==> config.mk <==
export PLATFORM = sky130hd
export DESIGN_NAME = lb_prefetch_slave
export DESIGN_NICKNAME = d
export VERILOG_FILES = /design/src/rtl/lbps_pkg.sv /design/src/rtl/lbps_ctrl.sv /design/src/rtl/lbps_datapath.sv /design/src/rtl/lb_prefetch_slave.sv
export SDC_FILE = /design/constraint.sdc
export NUM_CORES = 1
export LEC_CHECK = 0
export ABC_AREA = 1
export BUFFER_PORTS_ARGS = -buffer_cell sky130_fd_sc_hd__buf_2
export CAP_MARGIN = 30
export CORE_MARGIN = 2
export CORE_UTILIZATION = 25
export DETAILED_ROUTE_END_ITERATION = 10
export GPL_TIMING_DRIVEN = 1
export PLACE_DENSITY_LB_ADDON = 0.12
export SLEW_MARGIN = 5
export SYNTH_ARGS = -nofsm -noshare
export SYNTH_HDL_FRONTEND = slang
export SYNTH_SLANG_ARGS = --single-unit
==> constraint.sdc <==
create_clock -name clk -period 2.6 [get_ports clk]
set_input_delay 0.13 -clock clk [delete_from_list [all_inputs] [get_ports clk]]
set_output_delay 0.13 -clock clk [all_outputs]
set_load 0.05 [all_outputs]
==> src/rtl/lbps_pkg.sv <==
package lbps_pkg;
  typedef struct packed {
    logic latch;
    logic beat;
    logic popQ;
    logic regWr;
    logic incAddr;
    logic driveBus;
  } lbStrobes_t;
endpackage

==> src/rtl/lbps_ctrl.sv <==
module lbps_ctrl
  import lbps_pkg::*;
(
  input  logic       clk,
  input  logic       rstN,
  input  logic       adsN,
  input  logic       wnR,
  input  logic       blastN,
  input  logic       isPrefetch,
  input  logic       qEmpty,
  output lbStrobes_t strobes,
  output logic       ladOe
);
  typedef enum logic {S_IDLE, S_DATA} busState_t;

  busState_t state;
  logic      dirWrite;

  always_ff @(posedge clk or negedge rstN) begin
    if (!rstN) begin
      state    <= S_IDLE;
      dirWrite <= 1'b0;
    end else begin
      case (state)
        S_IDLE: if (!adsN) begin
          state    <= S_DATA;
          dirWrite <= wnR;
        end
        S_DATA: if (!blastN) state <= S_IDLE;
        default: state <= S_IDLE;
      endcase
    end
  end

  always_comb begin
    strobes          = '0;
    strobes.latch    = (state == S_IDLE) && !adsN;
    strobes.beat     = (state == S_DATA);
    strobes.popQ     = strobes.beat && !dirWrite && isPrefetch && !qEmpty;
    strobes.regWr    = strobes.beat && dirWrite && !isPrefetch;
    strobes.incAddr  = strobes.beat && !isPrefetch;
    strobes.driveBus = strobes.beat && !dirWrite;
  end

  assign ladOe = strobes.driveBus;

  AST_OE_RELEASE: assert property (@(posedge clk) disable iff (!rstN)
    (state == S_DATA && !blastN) |=> !ladOe);
endmodule

==> src/rtl/lbps_datapath.sv <==
module lbps_datapath
  import lbps_pkg::*;
#(
  parameter int ADDR_W   = 16,
  parameter int DATA_W   = 16,
  parameter int DEPTH    = 16,
  parameter int NUM_REGS = 8
) (
  input  logic              clk,
  input  logic              rstN,
  input  lbStrobes_t        strobes,
  input  logic [DATA_W-1:0] ladIn,
  input  logic              qWrEn,
  input  logic [DATA_W-1:0] qWrData,
  output logic [DATA_W-1:0] ladOut,
  output logic              isPrefetch,
  output logic              qEmpty,
  output logic              qFull,
  output logic              readyN
);
  localparam int PTR_W     = (DEPTH > 1) ? $clog2(DEPTH) : 1;
  localparam int CNT_W     = $clog2(DEPTH + 1);
  localparam int REG_IDX_W = (NUM_REGS > 1) ? $clog2(NUM_REGS) : 1;

  logic [ADDR_W-1:0] addrReg;
  logic [ADDR_W-1:0] regOffset;
  logic [REG_IDX_W-1:0] regIdx;
  logic              regHit;
  logic [DATA_W-1:0] regFile [NUM_REGS];
  logic [DATA_W-1:0] regRead;

  logic [DATA_W-1:0] mem [DEPTH];
  logic [PTR_W-1:0]  wrPtr, rdPtr;
  logic [CNT_W-1:0]  count;
  logic              doPush, doPop;

  // address capture and per-beat advance
  always_ff @(posedge clk or negedge rstN) begin
    if (!rstN)                addrReg <= '0;
    else if (strobes.latch)   addrReg <= ladIn[ADDR_W-1:0];
    else if (strobes.incAddr) addrReg <= addrReg + 1'b1;
  end

  assign isPrefetch = (addrReg == '0);
  assign regOffset  = addrReg - 1'b1;
  assign regIdx     = regOffset[REG_IDX_W-1:0];
  assign regHit     = !isPrefetch && (addrReg <= ADDR_W'(NUM_REGS));

  // register file, one slot per generate pass
  for (genvar g = 0; g < NUM_REGS; g++) begin : gRegs
    always_ff @(posedge clk or negedge rstN) begin
      if (!rstN) regFile[g] <= '0;
      else if (strobes.regWr && regHit && regIdx == REG_IDX_W'(g))
        regFile[g] <= ladIn;
    end
  end

  always_comb begin
    regRead = '0;
    for (int i = 0; i < NUM_REGS; i++)
      if (regHit && regIdx == REG_IDX_W'(i)) regRead = regFile[i];
  end

  // user data FIFO
  assign qEmpty = (count == '0);
  assign qFull  = (count == CNT_W'(DEPTH));
  assign doPush = qWrEn && !qFull;
  assign doPop  = strobes.popQ && !qEmpty;
  assign readyN = qEmpty;

  always_ff @(posedge clk) begin
    if (doPush) mem[wrPtr] <= qWrData;
  end

  always_ff @(posedge clk or negedge rstN) begin
    if (!rstN) begin
      wrPtr <= '0;
      rdPtr <= '0;
      count <= '0;
    end else begin
      if (doPush) wrPtr <= (wrPtr == PTR_W'(DEPTH - 1)) ? '0 : wrPtr + 1'b1;
      if (doPop)  rdPtr <= (rdPtr == PTR_W'(DEPTH - 1)) ? '0 : rdPtr + 1'b1;
      case ({doPush, doPop})
        2'b10:   count <= count + 1'b1;
        2'b01:   count <= count - 1'b1;
        default: count <= count;
      endcase
    end
  end

  always_comb begin
    ladOut = '0;
    if (strobes.driveBus) begin
      if (isPrefetch) ladOut = qEmpty ? '0 : mem[rdPtr];
      else            ladOut = regRead;
    end
  end

  AST_READY_RISE_NEEDS_POP: assert property (@(posedge clk) disable iff (!rstN)
    $rose(readyN) |-> $past(strobes.popQ));
  AST_POP_ONE_WORD: assert property (@(posedge clk) disable iff (!rstN)
    (doPop && !doPush) |=> (count == $past(count) - 1'b1));
  AST_NO_OVERFLOW: assert property (@(posedge clk) disable iff (!rstN)
    (qFull && !doPop) |=> qFull);
  AST_REG_WR_NOT_ZERO: assert property (@(posedge clk) disable iff (!rstN)
    strobes.regWr |-> !isPrefetch);
endmodule

==> src/rtl/lb_prefetch_slave.sv <==
module lb_prefetch_slave
  import lbps_pkg::*;
#(
  parameter int ADDR_W   = 16,
  parameter int DATA_W   = 16,
  parameter int DEPTH    = 16,
  parameter int NUM_REGS = 8
) (
  input  logic              clk,
  input  logic              rstN,
  input  logic              adsN,
  input  logic              wnR,
  input  logic              blastN,
  input  logic [DATA_W-1:0] ladIn,
  output logic [DATA_W-1:0] ladOut,
  output logic              ladOe,
  output logic              readyN,
  input  logic              qWrEn,
  input  logic [DATA_W-1:0] qWrData,
  output logic              qFull
);
  lbStrobes_t strobes;
  logic       isPrefetch;
  logic       qEmpty;

  lbps_ctrl u_ctrl (
    .clk(clk), .rstN(rstN), .adsN(adsN), .wnR(wnR), .blastN(blastN),
    .isPrefetch(isPrefetch), .qEmpty(qEmpty), .strobes(strobes), .ladOe(ladOe)
  );

  lbps_datapath #(
    .ADDR_W(ADDR_W), .DATA_W(DATA_W), .DEPTH(DEPTH), .NUM_REGS(NUM_REGS)
  ) u_dp (
    .clk(clk), .rstN(rstN), .strobes(strobes), .ladIn(ladIn),
    .qWrEn(qWrEn), .qWrData(qWrData), .ladOut(ladOut),
    .isPrefetch(isPrefetch), .qEmpty(qEmpty), .qFull(qFull), .readyN(readyN)
  );
endmodule

==> metrics.txt, run 1 <==
# TYPE chip_impl_metric gauge
chip_impl_metric{name="h-tree-depth",unit=""} 2
chip_impl_metric{name="final.hold.worst_slack",unit="ps"} 31.9
chip_impl_metric{name="finalClockSkew",unit="ps"} 30.0
chip_impl_metric{name="route.detailed.drc",unit=""} 0
chip_impl_metric{name="floorplan.die.height",unit="um"} 277
chip_impl_metric{name="drt.antenna.violating_nets",unit=""} 0
chip_impl_metric{name="hpwl",unit="mm"} 38.2
chip_impl_metric{name="post-route-worst-setup-slack",unit="ps"} -538
chip_impl_metric{name="synth-async-reset-ratio",unit="%"} 38.3
chip_impl_info{name="hold_path_class",value="in -> reg"} 1
chip_impl_metric{name="cts_buffers",unit=""} 49
chip_impl_info{name="cts-root-buf",value="sky130_fd_sc_hd__clkbuf_16"} 1
chip_impl_info{name="tritoncts",value="done"} 1
chip_impl_metric{name="multi_input_area",unit="sq um"} 6050
chip_impl_metric{name="post_synth_instance_area",unit="sq um"} 18600
chip_impl_metric{name="fillers",unit=""} 7670
chip_impl_metric{name="core-area",unit="sq um"} 74100
chip_impl_metric{name="drt-wirelength-per-cell",unit="um"} 20.0
chip_impl_metric{name="ys_seq_area_share",unit="%"} 62.6
chip_impl_metric{name="dr_vias_cell",unit=""} 4.54
chip_impl_metric{name="critPathRequiredTime",unit="ps"} 2470
chip_impl_metric{name="grt_antenna_before_repair",unit=""} 0
chip_impl_metric{name="grt_first_pass_wirelength",unit="mm"} 91.9
chip_impl_metric{name="synthesis.instances",unit=""} 1902
chip_impl_metric{name="worst_slew_margin_relative_to_its_limit",unit="%"} 37.0
chip_impl_metric{name="yosys.cell_types.count",unit=""} 37
chip_impl_info{name="failed_checks",value="setup timing"} 1
chip_impl_metric{name="clk_sink_count",unit=""} 415
chip_impl_metric{name="grt_max_degree",unit=""} 57
chip_impl_metric{name="dieWidth",unit="um"} 277
chip_impl_info{name="timing_worst_setup_path_type",value="reg -> out"} 1
chip_impl_info{name="synth_top_flop_cell",value="sky130_fd_sc_hd__edfxtp_1"} 1
chip_impl_metric{name="path_max_fanout",unit=""} 10
chip_impl_metric{name="ir_worst_vdd",unit="uV"} 401
chip_impl_metric{name="cap_viol_max_count",unit=""} 0
chip_impl_metric{name="yosys_warnings",unit=""} 0
chip_impl_metric{name="clk_path_buf_depth",unit=""} 3
chip_impl_metric{name="gp_congestion",unit=""} 0.776
chip_impl_metric{name="setup_violations",unit=""} 17
chip_impl_info{name="rsz0062_at_grt",value="true"} 1
chip_impl_metric{name="final_net_count",unit=""} 2144
chip_impl_info{name="status",value="finished with violations"} 1
chip_impl_info{name="worstSetupEndpointType",value="output port"} 1
chip_impl_metric{name="die-area",unit="sq um"} 76700
chip_impl_metric{name="dr_total_vias",unit=""} 14100
chip_impl_metric{name="leakage",unit="uW"} 0.0102
chip_impl_metric{name="drtPass1Iterations",unit=""} 5
chip_impl_metric{name="maxClockFrequency",unit="MHz"} 319
chip_impl_metric{name="worst_pin_slew",unit="ps"} 944
chip_impl_metric{name="drive_above_1_share",unit="%"} 18.0
chip_impl_metric{name="detail_route.wirelength",unit="mm"} 61.9
chip_impl_metric{name="groute.usage.overall",unit="%"} 15.9
chip_impl_metric{name="period_share",unit="%"} 121
chip_impl_metric{name="dp_slack",unit="ps"} -120
chip_impl_metric{name="initial_utilization",unit="%"} 25.1
chip_impl_metric{name="clk_latency",unit="ps"} 600
chip_impl_metric{name="clkTransAtPathRegs",unit="ps"} 60
chip_impl_metric{name="synth-seq-cells",unit=""} 415
chip_impl_metric{name="io_pins",unit=""} 57
chip_impl_metric{name="layout_min_cycle_time",unit="ps"} 3140
chip_impl_metric{name="grt_pass1_vias",unit=""} 13900
chip_impl_metric{name="register_area",unit="sq um"} 11700
chip_impl_metric{name="p_per_area",unit="nW/um^2"} 748
chip_impl_metric{name="std_cell_rows",unit=""} 100
chip_impl_metric{name="areaGrowthSynthToFinish",unit="%"} 27.6
chip_impl_metric{name="synth_enable_flop_cells",unit=""} 256
chip_impl_info{name="worstSetupStartpointType",value="register"} 1
chip_impl_metric{name="overflow",unit=""} 0
chip_impl_metric{name="detailedRoute.firstIterationViolations",unit=""} 1016
chip_impl_metric{name="hold_viol",unit=""} 0
chip_impl_metric{name="syn_avg_cell_area",unit="sq um"} 9.79
chip_impl_metric{name="antennaDiodeCount",unit=""} 0
chip_impl_metric{name="final_core_util",unit="%"} 32.1
chip_impl_metric{name="place.port_buffers",unit=""} 56
chip_impl_metric{name="worst-endpoint-arrival",unit="ps"} 3010
chip_impl_metric{name="syn_nets",unit=""} 1956
chip_impl_metric{name="finalMaxSlewViolations",unit=""} 0
-- cells in the mapped netlist (all sizes together) (16+ instances only) --
library cell / number / share of area (%)
a211oi: 17 / 0.69
a21oi: 84 / 2.3
buf: 42 / 1.1
clkbuf: 64 / 1.3
dfrtp: 159 / 21
edfxtp: 256 / 41
inv: 213 / 4.3
mux2i: 16 / 0.86
nand2: 468 / 9.4
nand3: 89 / 2.6
nand4: 49 / 1.6
nor2: 90 / 1.8
o21ai: 256 / 6.9
o22ai: 16 / 0.54
-- metrics by stage --
step,total power [uW],setup TNS (ps),cell area [sq um],cells
after detailed placement,10800,-1010,21300,2965
final,17800,-7860,23800,3097
after global routing,18600,-11290,23800,3097
after global placement,10800,-1140,21300,2965
after floorplan,9270,-166,18700,1902
after CTS,18000,-9010,23600,3092
-- registers in the layout, summed over array words and instances (netlist names) --
| signal | count |
|---|---|
| u_dp.count | 5 |
| u_dp.wrPtr | 4 |
| u_dp.regFile | 128 |
| u_dp.mem | 256 |
| u_dp.rdPtr | 4 |
| u_ctrl.state | 1 |
| u_ctrl.dirWrite | 1 |
| u_dp.addrReg | 16 |
-- final cells by class --
| cell class | instances | share of cell area (%) |
|---|---|---|
| flip-flops and latches | 415 | 49.1 |
| multi-input cells | 1164 | 25.4 |
| repair buffers | 243 | 10.1 |
| clock buffers | 71 | 5.72 |
| well taps | 969 | 5.10 |
| inverters | 217 | 3.46 |
| clock inverters | 18 | 1.06 |
-- cells in the final DEF, fill, tap and decap left out, types with 8 or more instances in the layout --
cell type,n
sky130_fd_sc_hd__ha_1,13
sky130_fd_sc_hd__edfxtp_1,256
sky130_fd_sc_hd__nand2_2,16
sky130_fd_sc_hd__buf_4,112
sky130_fd_sc_hd__buf_2,39
sky130_fd_sc_hd__nor2_2,17
sky130_fd_sc_hd__xor2_1,13
sky130_fd_sc_hd__nand4_1,49
sky130_fd_sc_hd__o22ai_1,16
sky130_fd_sc_hd__a211oi_1,17
sky130_fd_sc_hd__clkbuf_16,50
sky130_fd_sc_hd__nand3_1,71
sky130_fd_sc_hd__o21ai_0,195
sky130_fd_sc_hd__mux2i_1,16
sky130_fd_sc_hd__nand2_1,452
sky130_fd_sc_hd__inv_1,204
sky130_fd_sc_hd__buf_6,27
sky130_fd_sc_hd__dlygate4sd3_1,27
sky130_fd_sc_hd__a21oi_1,67
sky130_fd_sc_hd__o21ai_1,61
sky130_fd_sc_hd__a21oi_2,10
sky130_fd_sc_hd__clkinv_2,8
sky130_fd_sc_hd__a221o_1,8
sky130_fd_sc_hd__nor2_1,66
sky130_fd_sc_hd__buf_12,34
sky130_fd_sc_hd__nand3_2,17
sky130_fd_sc_hd__dfrtp_1,158
sky130_fd_sc_hd__o221ai_1,10
sky130_fd_sc_hd__clkbuf_1,18
-- power by group --
| part | total [uW] | leakage [uW] | switching (uW) | internal, uW |
|---|---|---|---|---|
| logic | 3060 | 0.00563 | 2040 | 1020 |
| registers | 7770 | 0.00381 | 193 | 7580 |
| clock network | 6950 | 0.000784 | 2900 | 4060 |
-- repair_timing --
item / in CTS / in global routing
gates cloned: 5 / 0
buffers inserted: 6 / 5
endpoints found under the hold margin: 336 / 0
hold buffers: 27 / 0
resized for setup: 68 / 26
setup endpoints to repair: 27 / 50
pin swaps: 10 / 8
-- path summary, 6_finish.rpt --
check                                       from                 to  slack, ps  depth (start not counted)
worst max-delay path            u_dp.addrReg[15]         ladOut[15]       -540                         15
worst min-delay path                    ladIn[6]  u_dp.regFile[102]         30                          3
worst min register to register     u_dp.count[4]      u_dp.count[4]        470                          1
max in group asynchronous                   rstN      u_dp.wrPtr[3]       1720                          3
min in group asynchronous                   rstN   u_dp.regFile[21]        110                          2
worst max register to register  u_dp.addrReg[15]      u_dp.count[4]        -40                         15
-- critical path, stage by stage, from the launching register on --
cell	delay, ps
sky130_fd_sc_hd__dfrtp_1	370
sky130_fd_sc_hd__nor2_1	120
sky130_fd_sc_hd__nand2_1	100
sky130_fd_sc_hd__nor2_2	150
sky130_fd_sc_hd__nand2_2	70
sky130_fd_sc_hd__buf_6	120
sky130_fd_sc_hd__nor2_4	110
sky130_fd_sc_hd__buf_12	150
sky130_fd_sc_hd__buf_4	150
sky130_fd_sc_hd__nand3_4	140
sky130_fd_sc_hd__buf_12	210
sky130_fd_sc_hd__o21ai_0	140
sky130_fd_sc_hd__inv_1	70
sky130_fd_sc_hd__a21oi_2	200
sky130_fd_sc_hd__buf_4	160
sky130_fd_sc_hd__buf_12	130
-- cell families (layout without fill, tap and decap cells) --
| kind of cell | count (synthesis) | in the layout | synth area share, % |
|---|---|---|---|
| buffers and inverters | 323 | 549 | 6.77 |
| muxes | 16 | 16 | 0.860 |
| adders and majority gates | 16 | 16 | 1.12 |
| and+or+nand+nor | 711 | 711 | 16.1 |
| xor gates and xnor gates | 14 | 14 | 0.658 |
| DFF | 415 | 415 | 62.6 |
| AOI/OAI and AO/OA | 407 | 407 | 11.9 |
-- layer usage --
layer / track usage (%) / share of wire, % / up-vias
li1: - / - / 6822
met1: 21.1 / 45 / 6913
met2: 27.3 / 49 / 252
met3: 2.13 / 3.5 / 70
met4: 3.99 / 1.9 / 0
met5: 0 / 0 / -
Note: power is estimated with default switching activity, not from simulation.
==> run 2, diff against run 1 <==
==> constraint.sdc (replaced) <==
create_clock -name clk -period 3.8 [get_ports clk]
set_input_delay 0.19 -clock clk [delete_from_list [all_inputs] [get_ports clk]]
set_output_delay 0.19 -clock clk [all_outputs]
set_load 0.05 [all_outputs]
==> run 2 against run 1 <==
  * The flow now finishes without violations
  * Register-to-register slack improved by 720 ps
  * Count of clock-buffer cells in the layout fell by 4
  * Clock power fell by 29%
  * Largest cell class unchanged
  * Sequential cell count did not move
  * Cell count fell by 3.3%
  * Via count fell by 3.4%
  * Sequential power fell by 31%
  * Power fell by 33%
  * Combinational power fell by 45%
  * Non-clock buffer count fell by 111
  * Utilization fell by 1.8 points
  * Design area fell by 5.7%
==> metrics.txt, run 2 (synthesis results as in run 1) <==
# TYPE chip_impl_metric gauge
chip_impl_metric{name="hold_viol",unit=""} 0
chip_impl_metric{name="io_pins",unit=""} 57
chip_impl_metric{name="largest_register_ffs",unit=""} 256
chip_impl_info{name="tritoncts",value="done"} 1
chip_impl_info{name="worstSetupStartpointType",value="register"} 1
chip_impl_metric{name="setup_tns",unit="ps"} 0
chip_impl_metric{name="grt_antenna_before_repair",unit=""} 1
chip_impl_metric{name="maxClockFrequency",unit="MHz"} 283
chip_impl_metric{name="cap_viol_max_count",unit=""} 0
chip_impl_metric{name="dr_vias_cell",unit=""} 4.53
chip_impl_metric{name="worst_slew_margin_relative_to_its_limit",unit="%"} 36.6
chip_impl_metric{name="h-tree-depth",unit=""} 2
chip_impl_metric{name="final_net_count",unit=""} 2036
chip_impl_metric{name="setup_violations",unit=""} 0
chip_impl_metric{name="dieWidth",unit="um"} 277
chip_impl_metric{name="finalMaxSlewViolations",unit=""} 0
chip_impl_metric{name="initial_utilization",unit="%"} 25.1
chip_impl_metric{name="cts_buffers",unit=""} 52
chip_impl_metric{name="hpwl",unit="mm"} 35.5
chip_impl_info{name="registers.top_by_ff_count",value="u_dp.mem"} 1
chip_impl_metric{name="clk_latency",unit="ps"} 600
chip_impl_metric{name="dr_total_vias",unit=""} 13600
chip_impl_metric{name="groute.usage.overall",unit="%"} 15.8
chip_impl_metric{name="ir_worst_vdd",unit="uV"} 310
chip_impl_metric{name="grt_max_degree",unit=""} 85
chip_impl_info{name="hold_path_class",value="in -> reg"} 1
chip_impl_metric{name="layout_min_cycle_time",unit="ps"} 3530
chip_impl_metric{name="worst_pin_slew",unit="ps"} 949
chip_impl_info{name="crit_chain",value="inv_1 -> ha_1 -> nand3_1 -> nand2_1 -> nor2_4 -> buf_8 -> inv_2 -> nor3_4 -> buf_6 -> nand2_1 -> nand3_1 -> nand2_1 -> nand2_1 -> nand2_1 -> a21oi_2 -> buf_12"} 1
chip_impl_metric{name="p_per_area",unit="nW/um^2"} 533
chip_impl_metric{name="place.port_buffers",unit=""} 56
chip_impl_metric{name="drt-wirelength-per-cell",unit="um"} 20.0
chip_impl_metric{name="drive_above_1_share",unit="%"} 11.5
chip_impl_info{name="largestRegisters",value="u_dp.mem x256, u_dp.regFile x128, u_dp.addrReg x16"} 1
chip_impl_metric{name="worst-endpoint-arrival",unit="ps"} 3340
chip_impl_metric{name="detailedRoute.firstIterationViolations",unit=""} 1013
chip_impl_metric{name="leakage",unit="uW"} 0.00951
chip_impl_info{name="status",value="finished, final reports clean"} 1
chip_impl_metric{name="worst_path_largest_cell_delay",unit="ps"} 420
chip_impl_info{name="cp_slowest_cell",value="sky130_fd_sc_hd__dfrtp_1"} 1
chip_impl_metric{name="finalClockSkew",unit="ps"} 24.6
chip_impl_metric{name="critPathRequiredTime",unit="ps"} 3610
chip_impl_metric{name="numPlacedInstances",unit=""} 2872
chip_impl_metric{name="std_cell_rows",unit=""} 100
chip_impl_metric{name="gp_congestion",unit=""} 0.792
chip_impl_metric{name="drtPass1Iterations",unit=""} 5
chip_impl_metric{name="grt_pass1_vias",unit=""} 13700
chip_impl_info{name="commonest_non_fill_non_tap_cell_in_the_layout",value="sky130_fd_sc_hd__nand2_1"} 1
chip_impl_info{name="rsz0062_at_grt",value="false"} 1
chip_impl_info{name="timing_worst_setup_path_type",value="reg -> out"} 1
chip_impl_metric{name="overflow",unit=""} 0
chip_impl_metric{name="period_share",unit="%"} 93.0
chip_impl_metric{name="clk_path_buf_depth",unit=""} 3
chip_impl_metric{name="grt_first_pass_wirelength",unit="mm"} 90.6
chip_impl_metric{name="worst_path_bufs_invs",unit=""} 5
chip_impl_metric{name="drt.antenna.violating_nets",unit=""} 0
chip_impl_info{name="crit_family",value="simple AND/OR/NAND/NOR gates"} 1
chip_impl_metric{name="areaGrowthSynthToFinish",unit="%"} 20.3
chip_impl_info{name="cts-root-buf",value="sky130_fd_sc_hd__clkbuf_16"} 1
chip_impl_metric{name="die-area",unit="sq um"} 76700
chip_impl_info{name="critical-path-top-cell-by-count",value="sky130_fd_sc_hd__nand2_1"} 1
chip_impl_metric{name="detail_route.wirelength",unit="mm"} 59.9
chip_impl_metric{name="core-area",unit="sq um"} 74100
chip_impl_metric{name="post_route_insts_no_fill",unit=""} 2996
chip_impl_metric{name="clk_sink_count",unit=""} 415
chip_impl_metric{name="clkTransAtPathRegs",unit="ps"} 70
chip_impl_metric{name="path_max_fanout",unit=""} 21
chip_impl_metric{name="floorplan.die.height",unit="um"} 277
chip_impl_info{name="worstSetupEndpointType",value="output port"} 1
chip_impl_metric{name="route.detailed.drc",unit=""} 0
chip_impl_info{name="commonest_cells_after_routing_fill_and_taps_aside",value="sky130_fd_sc_hd__nand2_1 (467), sky130_fd_sc_hd__edfxtp_1 (256), sky130_fd_sc_hd__inv_1 (207)"} 1
==> run 2: cell types whose count changed in the layout (fill, tap and decap cells not counted), sizes merged <==
| cell | delta |
|---|---|
| diode | +1 |
| inv | -1 |
| bufbuf | -1 |
| dlygate4sd3 | -4 |
| clkinv | +14 |
| clkbuf | -3 |
| buf | -107 |
==> run 2: worst min-delay path, stage by stage <==
cell,delay [ps]
sky130_fd_sc_hd__buf_2,80
sky130_fd_sc_hd__inv_1,180
sky130_fd_sc_hd__o21ai_0,210
==> run 2: repair_timing <==
item                                    CTS  global route
buffers inserted                          0             2
cloned                                    0             0
hold buffers                             23             0
pin swaps                                 0             1
endpoints found under the hold margin   341             0
endpoints found under the setup margin    8            17
resized for setup                         9            13
==> run 2: final cells by class <==
type	instances	area (sq um)
multi-input combinational	1164	5890
timing repair buffer	132	1140
clock inverter	31	282
antenna	1	2.50
tap	969	1210
fill	7714	51700
sequential	415	11700
inverter	217	815
clock buffer	67	1400
==> run 2: where the power goes <==
group	leakage (uW)	switching, uW	total, uW	internal (uW)
Combinational	0.00488	1260	1670	408
Sequential	0.00381	183	5370	5190
Clock	0.000822	2030	4900	2870
Total	0.00951	3480	11900	8470
==> run 2: routing by layer <==
| layer | global-route usage, % | vias up | part of all wire (%) |
|---|---|---|---|
| met5 | 0 | - | 0.022 |
| met1 | 20.1 | 6611 | 44 |
| met4 | 4.81 | 2 | 2.7 |
| met3 | 2.27 | 96 | 3.8 |
| li1 | - | 6617 | - |
| met2 | 27.5 | 249 | 50 |
==> run 2: worst paths after layout <==
| check | slack, ps | endpoint | cells after the start | start |
|---|---|---|---|---|
| max | 270 | ladOut[9] | 16 | u_dp.addrReg[0] |
| min | 90 | u_dp.regFile[122] | 3 | ladIn[10] |
| max reg2reg | 680 | u_dp.count[4] | 14 | u_dp.addrReg[0] |
| min reg2reg | 470 | u_dp.count[4] | 1 | u_dp.count[4] |
| max in group asynchronous | 2620 | u_dp.regFile[76] | 3 | rstN |
| min in group asynchronous | 230 | u_dp.regFile[1] | 2 | rstN |
==> run 2: through the flow <==
step / total power, uW / util, % / cell area [sq um] / setup slack (ps) / hold slack, ps
2_1_floorplan: 6330 / - / 18600 / 636 / -106
3_3_place_gp: 7110 / 27.5 / 20400 / 509 / 359
3_5_place_dp: 7120 / 27.5 / 20400 / 433 / 354
4_1_cts: 12100 / 30.1 / 22300 / 0.874 / 84.2
5_1_grt: 12500 / 30.3 / 22400 / 6.47 / 123
6_report: 11900 / 30.3 / 22400 / 266 / 90.5
==> run 3, diff against run 2 <==
==> constraint.sdc (replaced) <==
create_clock -name clk -period 3.8 [get_ports clk]
set_input_delay 0.76 -clock clk [delete_from_list [all_inputs] [get_ports clk]]
set_output_delay 0.76 -clock clk [all_outputs]
set_load 0.05 [all_outputs]
==> run 3 against run 2 <==
  * Clock skew is 14 ps higher
  * Sequential share of layout area is 1.5 points lower
  * Critical path type unchanged
  * Sequential power hardly changed
  * Worst hold slack better by 66 ps
  * Critical endpoint is now ladOut[6]
  * Power is 0.77% higher
  * Cell count is 1.2% higher
  * Highest routed layer unchanged
  * Clock power is 2% lower
==> metrics.txt, run 3 (synthesis results as in run 1) <==
# TYPE chip_impl_metric gauge
chip_impl_metric{name="io_pins",unit=""} 57
chip_impl_metric{name="layout_min_cycle_time",unit="ps"} 3760
chip_impl_info{name="timing_worst_setup_path_type",value="reg -> out"} 1
chip_impl_metric{name="p_per_area",unit="nW/um^2"} 521
chip_impl_info{name="largestRegisters",value="u_dp.mem x256, u_dp.regFile x128, u_dp.addrReg x16"} 1
chip_impl_info{name="worstSetupEndpointType",value="output port"} 1
chip_impl_info{name="setup.worst_path.start",value="u_dp.addrReg[0]"} 1
chip_impl_metric{name="path_max_fanout",unit=""} 7
chip_impl_metric{name="h-tree-depth",unit=""} 2
chip_impl_metric{name="dieWidth",unit="um"} 277
chip_impl_info{name="hold_path_class",value="in -> async"} 1
chip_impl_metric{name="floorplan.die.height",unit="um"} 277
chip_impl_metric{name="ir_worst_vdd",unit="uV"} 317
chip_impl_metric{name="numPlacedInstances",unit=""} 2896
chip_impl_metric{name="clock_power_share",unit="%"} 39.7
chip_impl_metric{name="dr_vias_cell",unit=""} 4.52
chip_impl_metric{name="hold_viol",unit=""} 0
chip_impl_metric{name="drtPass1Iterations",unit=""} 5
chip_impl_metric{name="post_route_insts_no_fill",unit=""} 3031
chip_impl_info{name="reg2reg_start",value="u_dp.addrReg[10]"} 1
chip_impl_metric{name="grt_first_pass_wirelength",unit="mm"} 91.1
chip_impl_metric{name="post-route-worst-setup-slack",unit="ps"} 36.0
chip_impl_info{name="worstSetupStartpointType",value="register"} 1
chip_impl_metric{name="place.port_buffers",unit=""} 56
chip_impl_info{name="commonest_cells_after_routing_fill_and_taps_aside",value="sky130_fd_sc_hd__nand2_1 (445), sky130_fd_sc_hd__edfxtp_1 (256), sky130_fd_sc_hd__inv_1 (204)"} 1
chip_impl_metric{name="cellInternalPower",unit="uW"} 8540
chip_impl_metric{name="detailedRoute.firstIterationViolations",unit=""} 793
chip_impl_metric{name="groute.usage.overall",unit="%"} 15.8
chip_impl_metric{name="drt.antenna.violating_nets",unit=""} 0
chip_impl_metric{name="finalClockSkew",unit="ps"} 38.7
chip_impl_metric{name="clk_latency",unit="ps"} 600
chip_impl_metric{name="dr_total_vias",unit=""} 13700
chip_impl_metric{name="core-area",unit="sq um"} 74100
chip_impl_metric{name="grt_pass1_vias",unit=""} 13900
chip_impl_metric{name="clk_sink_count",unit=""} 415
chip_impl_metric{name="fillers",unit=""} 7651
chip_impl_metric{name="hpwl",unit="mm"} 36.2
chip_impl_metric{name="overflow",unit=""} 0
chip_impl_metric{name="drt-wirelength-per-cell",unit="um"} 20.1
chip_impl_info{name="status",value="finished, final reports clean"} 1
chip_impl_metric{name="r2r_setup_slack",unit="ps"} 50
chip_impl_info{name="cts-root-buf",value="sky130_fd_sc_hd__clkbuf_16"} 1
chip_impl_metric{name="timing.reg2reg.worst_path_depth",unit=""} 21
chip_impl_metric{name="combinationalPowerShare",unit="%"} 15.8
chip_impl_metric{name="worst_slew_margin_relative_to_its_limit",unit="%"} 45.9
chip_impl_metric{name="detail_route.wirelength",unit="mm"} 61.0
chip_impl_metric{name="die-area",unit="sq um"} 76700
chip_impl_metric{name="std_cell_rows",unit=""} 100
chip_impl_metric{name="gp_congestion",unit=""} 0.851
chip_impl_metric{name="critPathRequiredTime",unit="ps"} 3040
chip_impl_metric{name="report.power.total",unit="uW"} 12000
chip_impl_metric{name="leakage",unit="uW"} 0.00990
chip_impl_metric{name="dp_slack",unit="ps"} 266
chip_impl_metric{name="worst-endpoint-arrival",unit="ps"} 3000
chip_impl_metric{name="route.detailed.drc",unit=""} 0
chip_impl_info{name="tritoncts",value="done"} 1
chip_impl_info{name="registers.top_by_ff_count",value="u_dp.mem"} 1
chip_impl_metric{name="clkTransAtPathRegs",unit="ps"} 60
chip_impl_metric{name="largest_register_ffs",unit=""} 256
chip_impl_metric{name="setup_violations",unit=""} 0
chip_impl_metric{name="period_share",unit="%"} 99.1
chip_impl_metric{name="clk_path_buf_depth",unit=""} 3
chip_impl_metric{name="cts_buffers",unit=""} 50
chip_impl_info{name="rsz0062_at_grt",value="true"} 1
chip_impl_metric{name="power.switching",unit="uW"} 3490
chip_impl_metric{name="areaGrowthSynthToFinish",unit="%"} 24.0
chip_impl_metric{name="grt_antenna_before_repair",unit=""} 5
chip_impl_metric{name="initial_utilization",unit="%"} 25.1
chip_impl_metric{name="final_net_count",unit=""} 2075
chip_impl_metric{name="cap_viol_max_count",unit=""} 0
chip_impl_info{name="timing.critical_path.to",value="ladOut[6]"} 1
chip_impl_metric{name="worst_pin_slew",unit="ps"} 809
chip_impl_metric{name="drive_above_1_share",unit="%"} 17.4
chip_impl_info{name="r2r-end",value="u_dp.regFile[116]"} 1
chip_impl_metric{name="finalMaxSlewViolations",unit=""} 0
chip_impl_metric{name="maxClockFrequency",unit="MHz"} 266
chip_impl_metric{name="grt_max_degree",unit=""} 90
chip_impl_info{name="commonest_non_fill_non_tap_cell_in_the_layout",value="sky130_fd_sc_hd__nand2_1"} 1
chip_impl_metric{name="p_seq_share",unit="%"} 44.4
chip_impl_metric{name="netSwitchingFraction",unit="%"} 29.0
-- run 3: cell types whose count changed in the layout (fill, tap and decap cells not counted), sizes merged --
cell / delta
buf: +63
dlygate4sd3: -23
clkinv: -5
clkbuf: -4
clkinvlp: +2
bufbuf: +1
diode: +1
-- run 3: worst min path at each step --
stage	startpoint	to	slack (ps)	cells past startpoint
6_report	rstN	u_dp.regFile[17]	160	1
5_1_grt	rstN	u_dp.regFile[112]	190	1
4_1_cts	rstN	u_dp.regFile[114]	160	1
3_5_place_dp	u_dp.count[4]	u_dp.count[4]	460	1
3_3_place_gp	u_dp.count[4]	u_dp.count[4]	460	1
2_1_floorplan	u_dp.count[4]	u_dp.count[4]	440	1
-- run 3: critical path, stage by stage, from the launching register on --
cell and delay [ps]:
sky130_fd_sc_hd__dfrtp_1 390, sky130_fd_sc_hd__inv_2 130, sky130_fd_sc_hd__ha_4 160, sky130_fd_sc_hd__nand2_1 50, sky130_fd_sc_hd__nand2_1 60, sky130_fd_sc_hd__nand2_2 70
sky130_fd_sc_hd__nor2_4 240, sky130_fd_sc_hd__buf_6 190, sky130_fd_sc_hd__nand3_4 100, sky130_fd_sc_hd__buf_6 180, sky130_fd_sc_hd__nand3_2 70, sky130_fd_sc_hd__nand2_2 60
sky130_fd_sc_hd__nand3_2 50, sky130_fd_sc_hd__nand2_1 50, sky130_fd_sc_hd__nand2_1 70, sky130_fd_sc_hd__nand2_1 70, sky130_fd_sc_hd__a21oi_2 180, sky130_fd_sc_hd__buf_6 140
sky130_fd_sc_hd__buf_12 130
-- run 3: power by group through the flow --
stage                     clock network [uW]  registers (uW)  logic [uW]
after floorplan                            0            5410         917
after global placement                     0            5450        1630
after detailed placement                   0            5450        1640
after CTS                               4930            5340        1830
after global routing                    5110            5380        2110
final                                   4780            5350        1900
-- run 3: through the flow --
stage                     hold slack, ps  utilization, %  instance area (sq um)  setup TNS [ps]
after floorplan                      442               -                  18600               0
after global placement               459            27.8                  20600               0
after detailed placement             460            27.8                  20600               0
after CTS                            157            30.6                  22700           -2.93
after global routing                 189            31.2                  23100           -3600
final                                157            31.2                  23100               0
-- run 3: metal layers --
metal | track usage [%] | vias to the layer above | routed length (um)
met5 | 0 | - | 34
met4 | 4.12 | 6 | 1290
met3 | 2.08 | 83 | 1720
met2 | 27.9 | 177 | 30500
met1 | 20.4 | 6748 | 27400
li1 | - | 6701 | -
-- run 3: what timing repair did --
item | in CTS | in global routing
hold buffers | 0 | 0
resized for setup | 46 | 88
setup endpoints to repair | 16 | 85
pin swaps | 7 | 30
setup buffers | 28 | 10
endpoints found under the hold margin | 0 | 0
cloned | 3 | 2
-- run 3: final cells by class --
type	instances	area (sq um)	share of cell area (%)
Multi-Input combinational cell	1164	6130	26.5
Timing Repair Buffer	173	1610	6.98
Antenna cell	2	5.00	0.0217
Clock inverter	28	299	1.30
Sequential cell	415	11700	50.5
Inverter	217	822	3.56
Tap cell	969	1210	5.25
Clock buffer	63	1340	5.80
